File: config.mk
export PLATFORM = sky130hd
export DESIGN_NAME = bbr_relocator
export DESIGN_NICKNAME = d
export VERILOG_FILES = /design/src/rtl/bbr_pkg.sv /design/src/rtl/bbr_cfg_regs.sv /design/src/rtl/bbr_xlate.sv /design/src/rtl/bbr_relocator.sv
export SDC_FILE = /design/constraint.sdc
export NUM_CORES = 1
export LEC_CHECK = 0
export BUFFER_PORTS_ARGS = -buffer_cell sky130_fd_sc_hd__buf_2
export CAP_MARGIN = 20
export CORE_AREA = 2 2 137 139
export DETAILED_ROUTE_END_ITERATION = 12
export DIE_AREA = 0 0 139 141
export PLACE_DENSITY_LB_ADDON = 0.15
export SLEW_MARGIN = 20
export SYNTH_ARGS = -nofsm -noshare
export SYNTH_HDL_FRONTEND = slang
export SYNTH_SLANG_ARGS = --single-unit
File: constraint.sdc
create_clock -name clk -period 8.1 [get_ports clk]
set_clock_uncertainty 0.1 [all_clocks]
set_input_delay 2.025 -clock clk [delete_from_list [all_inputs] [get_ports clk]]
set_output_delay 2.025 -clock clk [all_outputs]
set_load 0.05 [all_outputs]
File: src/rtl/bbr_pkg.sv
package bbr_pkg;
    typedef enum logic [1:0] {
        SEL_PROG_BASE  = 2'd0,
        SEL_PROG_BOUND = 2'd1,
        SEL_DATA_BASE  = 2'd2,
        SEL_DATA_BOUND = 2'd3
    } cfg_sel_e;

    localparam int NUM_STREAMS = 2;
    localparam int STREAM_IF   = 0;
    localparam int STREAM_DM   = 1;
endpackage

File: src/rtl/bbr_cfg_regs.sv
module bbr_cfg_regs
    import bbr_pkg::*;
#(
    parameter int AW = 32
) (
    input  logic          clk,
    input  logic          rst_n,
    input  logic          sup_mode,
    input  logic          cfg_we,
    input  logic [1:0]    cfg_sel,
    input  logic [AW-1:0] cfg_wdata,
    output logic [AW-1:0] cfg_rdata,
    output logic          priv_err,
    output logic [AW-1:0] prog_base,
    output logic [AW-1:0] prog_bound,
    output logic [AW-1:0] data_base,
    output logic [AW-1:0] data_bound
);
    cfg_sel_e sel;
    logic     wr_ok;
    logic     wr_bad;

    assign sel    = cfg_sel_e'(cfg_sel);
    assign wr_ok  = cfg_we && sup_mode;
    assign wr_bad = cfg_we && !sup_mode;

    always_ff @(posedge clk) begin
        if (!rst_n) begin
            prog_base  <= '0;
            prog_bound <= '0;
            data_base  <= '0;
            data_bound <= '0;
            priv_err   <= 1'b0;
        end else begin
            priv_err <= wr_bad;
            if (wr_ok) begin
                unique case (sel)
                    SEL_PROG_BASE:  prog_base  <= cfg_wdata;
                    SEL_PROG_BOUND: prog_bound <= cfg_wdata;
                    SEL_DATA_BASE:  data_base  <= cfg_wdata;
                    SEL_DATA_BOUND: data_bound <= cfg_wdata;
                endcase
            end
        end
    end

    always_comb begin
        cfg_rdata = '0;
        if (sup_mode) begin
            unique case (sel)
                SEL_PROG_BASE:  cfg_rdata = prog_base;
                SEL_PROG_BOUND: cfg_rdata = prog_bound;
                SEL_DATA_BASE:  cfg_rdata = data_base;
                SEL_DATA_BOUND: cfg_rdata = data_bound;
            endcase
        end
    end

    // a user-mode attempt leaves every register untouched
    assert_user_write_ignored_R7: assert property (@(posedge clk) disable iff (!rst_n)
        wr_bad |=> ($stable(prog_base) && $stable(prog_bound) &&
                    $stable(data_base) && $stable(data_bound)));

    // the error flag follows the attempt by one cycle
    assert_priv_pulse_R7: assert property (@(posedge clk) disable iff (!rst_n)
        wr_bad |=> priv_err);

    // a supervisor write to the program bound lands there
    assert_sup_write_R6: assert property (@(posedge clk) disable iff (!rst_n)
        (wr_ok && cfg_sel == 2'd1) |=> (prog_bound == $past(cfg_wdata)));

    // nothing leaks out of the read port in user mode
    assert_user_read_zero_R8: assert property (@(posedge clk) disable iff (!rst_n)
        !sup_mode |-> (cfg_rdata == '0));
endmodule

File: src/rtl/bbr_xlate.sv
module bbr_xlate #(
    parameter int AW = 32
) (
    input  logic          clk,
    input  logic          rst_n,
    input  logic          req,
    input  logic [AW-1:0] laddr,
    input  logic [AW-1:0] base,
    input  logic [AW-1:0] bound,
    output logic [AW-1:0] paddr,
    output logic          valid,
    output logic          viol
);
    logic          in_seg;
    logic [AW-1:0] sum;

    assign in_seg = laddr < bound;
    assign sum    = laddr + base;

    always_comb begin
        valid = req && in_seg;
        viol  = req && !in_seg;
        paddr = valid ? sum : '0;
    end

    // never valid and violating at once
    assert_valid_viol_excl_R4: assert property (@(posedge clk) disable iff (!rst_n)
        !(valid && viol));

    // idle stream shows nothing
    assert_idle_quiet_R4: assert property (@(posedge clk) disable iff (!rst_n)
        !req |-> (!valid && !viol && paddr == '0));

    // a zero-length segment admits nothing
    assert_bound_zero_blocks_R5: assert property (@(posedge clk) disable iff (!rst_n)
        (req && bound == '0) |-> (viol && !valid));
endmodule

File: src/rtl/bbr_relocator.sv
module bbr_relocator
    import bbr_pkg::*;
#(
    parameter int AW = 32
) (
    input  logic          clk,
    input  logic          rst_n,
    input  logic          sup_mode,
    input  logic          cfg_we,
    input  logic [1:0]    cfg_sel,
    input  logic [AW-1:0] cfg_wdata,
    output logic [AW-1:0] cfg_rdata,
    output logic          priv_err,
    input  logic          if_req,
    input  logic [AW-1:0] if_laddr,
    output logic [AW-1:0] if_paddr,
    output logic          if_valid,
    output logic          if_viol,
    input  logic          dm_req,
    input  logic [AW-1:0] dm_laddr,
    output logic [AW-1:0] dm_paddr,
    output logic          dm_valid,
    output logic          dm_viol
);
    logic [AW-1:0] prog_base, prog_bound, data_base, data_bound;

    logic [NUM_STREAMS-1:0]         s_req, s_valid, s_viol;
    logic [NUM_STREAMS-1:0][AW-1:0] s_laddr, s_base, s_bound, s_paddr;

    bbr_cfg_regs #(.AW(AW)) u_cfg (
        .clk        (clk),
        .rst_n      (rst_n),
        .sup_mode   (sup_mode),
        .cfg_we     (cfg_we),
        .cfg_sel    (cfg_sel),
        .cfg_wdata  (cfg_wdata),
        .cfg_rdata  (cfg_rdata),
        .priv_err   (priv_err),
        .prog_base  (prog_base),
        .prog_bound (prog_bound),
        .data_base  (data_base),
        .data_bound (data_bound)
    );

    assign s_req[STREAM_IF]   = if_req;
    assign s_laddr[STREAM_IF] = if_laddr;
    assign s_base[STREAM_IF]  = prog_base;
    assign s_bound[STREAM_IF] = prog_bound;
    assign s_req[STREAM_DM]   = dm_req;
    assign s_laddr[STREAM_DM] = dm_laddr;
    assign s_base[STREAM_DM]  = data_base;
    assign s_bound[STREAM_DM] = data_bound;

    for (genvar g = 0; g < NUM_STREAMS; g++) begin : g_stream
        bbr_xlate #(.AW(AW)) u_xlate (
            .clk   (clk),
            .rst_n (rst_n),
            .req   (s_req[g]),
            .laddr (s_laddr[g]),
            .base  (s_base[g]),
            .bound (s_bound[g]),
            .paddr (s_paddr[g]),
            .valid (s_valid[g]),
            .viol  (s_viol[g])
        );
    end

    assign if_paddr = s_paddr[STREAM_IF];
    assign if_valid = s_valid[STREAM_IF];
    assign if_viol  = s_viol[STREAM_IF];
    assign dm_paddr = s_paddr[STREAM_DM];
    assign dm_valid = s_valid[STREAM_DM];
    assign dm_viol  = s_viol[STREAM_DM];
endmodule

; ---- Yosys cells after proc, flatten, opt, wreduce, memory -nomap -nowiden
; Cells that the tools add are included.
[totals]
regBits = 129
[classes]
eq_ne = 3
n_addsub = 2
order_cmp = 2
mux = 4
reduce_logical = 14
[ops]
columns = cell, n
row1 = $pmux W32 S4, 1
row2 = $mux W32, 3
row3 = $add A32 B32 Y32, 2
row4 = $lt A32 B32 Y1, 2
row5 = $reduce_and A2 Y1, 4
row6 = $logic_and A1 B1 Y1, 6
row7 = $eq A2 B2 Y1 const B, 2
row8 = $logic_not A1 Y1, 3
row9 = $eq A2 B1 Y1 const B, 1
row10 = $logic_not A2 Y1, 1

; ---- Longest topological paths before layout
[depth]
word_depth = 3
mapped_depth = 11
depth_no_buf = 11

; ---- Modules after synthesis
; From an unflattened synthesis, not the netlist that was laid out.
[hier_totals]
cells_unflattened = 1319
hier_area_um2 = 10855.4
[modules_own_cells]
columns = mod, area_each_um2, instances, cells_each, seq_area_each_um2
row1 = bbr_cfg_regs, 5651.7, 1, 567, 2582.5
row2 = bbr_xlate at g_stream[0].u_xlate, 2667.6, 1, 388, 0.0
row3 = bbr_xlate at g_stream[1].u_xlate, 2536.2, 1, 364, 0.0

; ---- Worst setup path after synthesis
; No wires, ideal clock.
[synth_timing]
path_type = input to output
from = in if_laddr[7]
to = out if_paddr[23]
arrival_time_ps = 6070
path_slack_ps = -95
path_stages = 9
cell_sequence = ha_1 > and2_1 > a221o_1 > nor2_2 > a21oi_1 > o21ba_2 > a21oi_1 > nor3_1 > a2111oi_0
[synth_between]
elab_chain_len = 3
word_cells_on_any_way = 4
cone_classes = 1 x add/sub / 1 x order compare / 1 x mux / 1 x reduce/logical
[synth_lines]
columns = item, line_no
row1 = from (decl), bbr_relocator.sv:15  ; input logic [AW-1:0] if_laddr,
row2 = $lt A32 B32 Y1, bbr_xlate.sv:17  ; assign in_seg = laddr < bound;
row3 = $logic_and A1 B1 Y1, bbr_xlate.sv:21  ; valid = req && in_seg;
row4 = $mux W32 (*), bbr_xlate.sv:23  ; paddr = valid ? sum : '0;
row5 = to (decl), bbr_relocator.sv:16  ; output logic [AW-1:0] if_paddr,
; Every way passes the cells marked *; elsewhere a longest branch is shown, timed or not.

; ---- Worst setup path in the final report
[layout_timing]
from = in dm_laddr[13]
to = out dm_paddr[28]
[layout_between]
elab_chain_len = 3
word_cells_on_any_way = 4
cone_classes = 1 x add/sub / 1 x order compare / 1 x mux / 1 x reduce/logical
[layout_lines]
columns = item, line_no
row1 = from (decl), bbr_relocator.sv:20  ; input logic [AW-1:0] dm_laddr,
row2 = $lt A32 B32 Y1, bbr_xlate.sv:17
row3 = $logic_and A1 B1 Y1, bbr_xlate.sv:21
row4 = $mux W32 (*), bbr_xlate.sv:23
row5 = to (decl), bbr_relocator.sv:21  ; output logic [AW-1:0] dm_paddr,
; Marked as above.

==> reports/results.tsv <==
stage	metric	value	unit
critical_path	worstSetupPathType	in2out	
critical_path	crit_path_max_fanout	23	
detailed_routing	wl_per_cell	17.5	µm
placed_design	hpwl	24500	µm
final_layout	syn_to_final_growth	16.6	%
detailed_routing	wl	31100	µm
floorplanning	die_h	141	µm
yosys	syn_avg_cell_area	7.85	µm²
yosys	synth_most_common_cell	nand2_1	
final_layout	final_nets	1762	
run_status	status	completed	
critical_path	crit_buf_inv	3	
grt	grt_max_degree	130	
critical_path	path_depth	12	
yosys	netlist.area_leader.share	24.2	%
yosys	synth_area	10700	µm²
timing	finalSetupViolCount	0	
timing	finalSetupTns	0	ns
critical_path	startpoint	dm_laddr[13]	
critical_path	r2r-start	u_cfg.prog_base[1]	
clocking	cts_buffers	17	
detailed_routing	drt_pre_antenna_iters	6	
detailed_routing	drtIter0Drc	876	
placed_design	gp_congestion	0.971	
critical_path	r2r-end	u_cfg.prog_base[1]	
yosys	synth.distinct_cells	66	
timing	maxSlewHeadroom	29.1	%
pwr	vdd_ir_drop_max	0.166	mV
timing	drv_slew	0	
final_layout	fillers	1578	
critical_path	cp_data_required_time	5.98	ns
yosys	ys_ff_latch	129	
clocking	cts_sinks	129	
critical_path	critPathTopFamily	compound AO/OA/AOI/OAI gates	
clocking	ctsResizeCount	0	
detailed_routing	drc	0	
timing	tightest_slew	1.06	ns
critical_path	reg2reg_setup_slack	7.19	ns
run	cap_viol_max_count	0	
clocking	cts.path.max_buffers	2	
timing	final_hold_viol_count	0	
placed_design	portBuffers	204	
yosys	yosys.area.top_type	dfxtp_1	
yosys	synth-edff-count	0	
yosys	syn-instance-count	1360	
final_layout	drive_above_1_share	18.7	%
floorplanning	dieWidth	139	µm
grt	antenna_found_initial	5	
grt	grt_pass1_vias	9686	
critical_path	cp_cell_sequence	buf_2, ha_1, a21oi_1, o21ai_0, a221oi_1, nor3_1, a311o_1, or3_1, inv_1, and2_1, mux2_2, buf_2	
grt	track_usage	31.4	%
timing	holdWs	0.400	ns
grt	grt_pass1_wl	50200	µm
timing	rsz0062_at_grt	false	
floorplanning	dieArea	19600	µm²
pwr	power.leakage	5.41	nW
critical_path	cp-endpoint	dm_paddr[28]	
floorplanning	start_util	58.4	%
critical_path	cp.arrival	5.12	ns
critical_path	crit_path_end_kind	primary output	
critical_path	critPathMaxStageDelay	0.69	ns
timing	fin_crit_sh	89.4	%
clocking	clk_latency	0.42	ns
detailed_routing	post_drt_via_cell_ratio	5.81	
final_layout	fin_util	68.1	%
yosys	yosysSeqAreaShare	24.2	%
yosys	ys_top_cells_by_count	nand2_1 (299), a21boi_0 (130), dfxtp_1 (129)	
clocking	hold_buffers	0	
critical_path	r2r_cells	2	
hold_path	min_path_type	reg2reg	
floorplanning	boundaryPins	205	
clocking	cts_tree	built	
clocking	h-tree-depth	4	
critical_path	crit_path_start_kind	primary input	
critical_path	slowest_stage	or3_1	
floorplanning	rows	50	
grt	globalRouteOverflowTotal	0	
yosys	async_flop_share	0	%
detailed_routing	ant_nets	0	
yosys	ys.flop_type	dfxtp_1	
timing	fin_crit	7.25	ns
critical_path	cp_common_cell	buf_2	
detailed_routing	vias	10354	
pwr	p_per_area	148	nW/µm²
floorplanning	core	18300	µm²
yosys	synth_area_leaders	dfxtp_1 (24%), ha_1 (15%), nand2_1 (11%)	
clocking	root_buffer	clkbuf_16	
timing	timing.fmax	138	MHz
clocking	post_cts_buffers	0	
yosys	yosys_warnings	0	
clocking	clk_pin_slew	0.06	ns
yosys	syn-num-nets	1590	
pwr	finalPower	1.84	mW
## cell type report
cell class	count	area (µm²)	share of cell area, %
Tap cell	234	293	2.35
Clock buffer	23	488	3.92
Antenna cell	2	5.00	0.0402
Inverter	82	308	2.47
Timing Repair Buffer	214	1100	8.87
Multi-Input combinational cell	1088	7540	60.6
Clock inverter	9	129	1.04
Sequential cell	129	2580	20.7
## cell usage in the layout (no fill, tap or decap), types with 9 or more instances in the layout
master / instances
nand2_1: 299
buf_2: 204
a21boi_0: 130
dfxtp_1: 129
ha_1: 124
inv_1: 82
nor2_1: 76
a21oi_1: 72
and2_1: 47
o21ai_0: 40
a21o_1: 36
mux4_2: 32
xnor2_1: 23
nor3_1: 21
xor2_1: 21
clkbuf_16: 17
nand4_1: 15
and3_1: 12
nand2b_1: 11
nand3_1: 11
buf_4: 9
## metrics by stage
step	cells	cell area, µm²	setup WS (ns)
3_5_place_dp	1747	11800	0.909
5_1_grt	1780	12400	0.673
4_1_cts	1779	12400	0.901
3_3_place_gp	1746	11800	0.957
6_report	1781	12400	0.855
2_1_floorplan	1360	10700	0.573
## cells by family after synthesis
group / synth area share (%)
adders and majority gates: 14.9
buffers and inverters: 5.24
and+or+nand+nor: 22.0
DFF: 24.2
AOI/OAI and AO/OA: 23.1
xor gates and xnor gates: 3.61
muxes: 6.95
## worst min path at each step
stage	slack, ns	cells past startpoint	start	to
after global placement	0.38	2	u_cfg.data_bound[28]	u_cfg.data_bound[28]
after detailed placement	0.38	2	u_cfg.data_bound[29]	u_cfg.data_bound[29]
after floorplan	0.35	2	u_cfg.data_bound[10]	u_cfg.data_bound[10]
after CTS	0.39	2	u_cfg.data_bound[29]	u_cfg.data_bound[29]
after global routing	0.40	2	u_cfg.prog_bound[17]	u_cfg.prog_bound[17]
final	0.40	2	u_cfg.data_bound[29]	u_cfg.data_bound[29]
## power breakdown
group	internal (mW)	leakage [nW]	switching, mW
combinational	0.139	4.06	0.242
clock	0.515	0.299	0.282
sequential	0.649	1.04	0.0153
## metal layers
metal / vias to the layer above / track usage, % / part of all wire, %
met1: 4744 / 46.2 / 47
met2: 429 / 47.8 / 42
met5: - / 0 / 0.084
met3: 49 / 4.96 / 8.5
met4: 4 / 9.36 / 2.2
li1: 5128 / - / -
## flip-flops by register name (all words and copies together) (netlist names)
name,count
u_cfg.data_base,32
u_cfg.prog_base,32
u_cfg.prog_bound,32
u_cfg.data_bound,32
u_cfg.priv_err,1
## tightest hold or removal path: stages (launching register included)
cell	delay [ns]
dfxtp_1	0.33
nand2_1	0.06
a21boi_0	0.06
(Power assumes the default switching activity.)
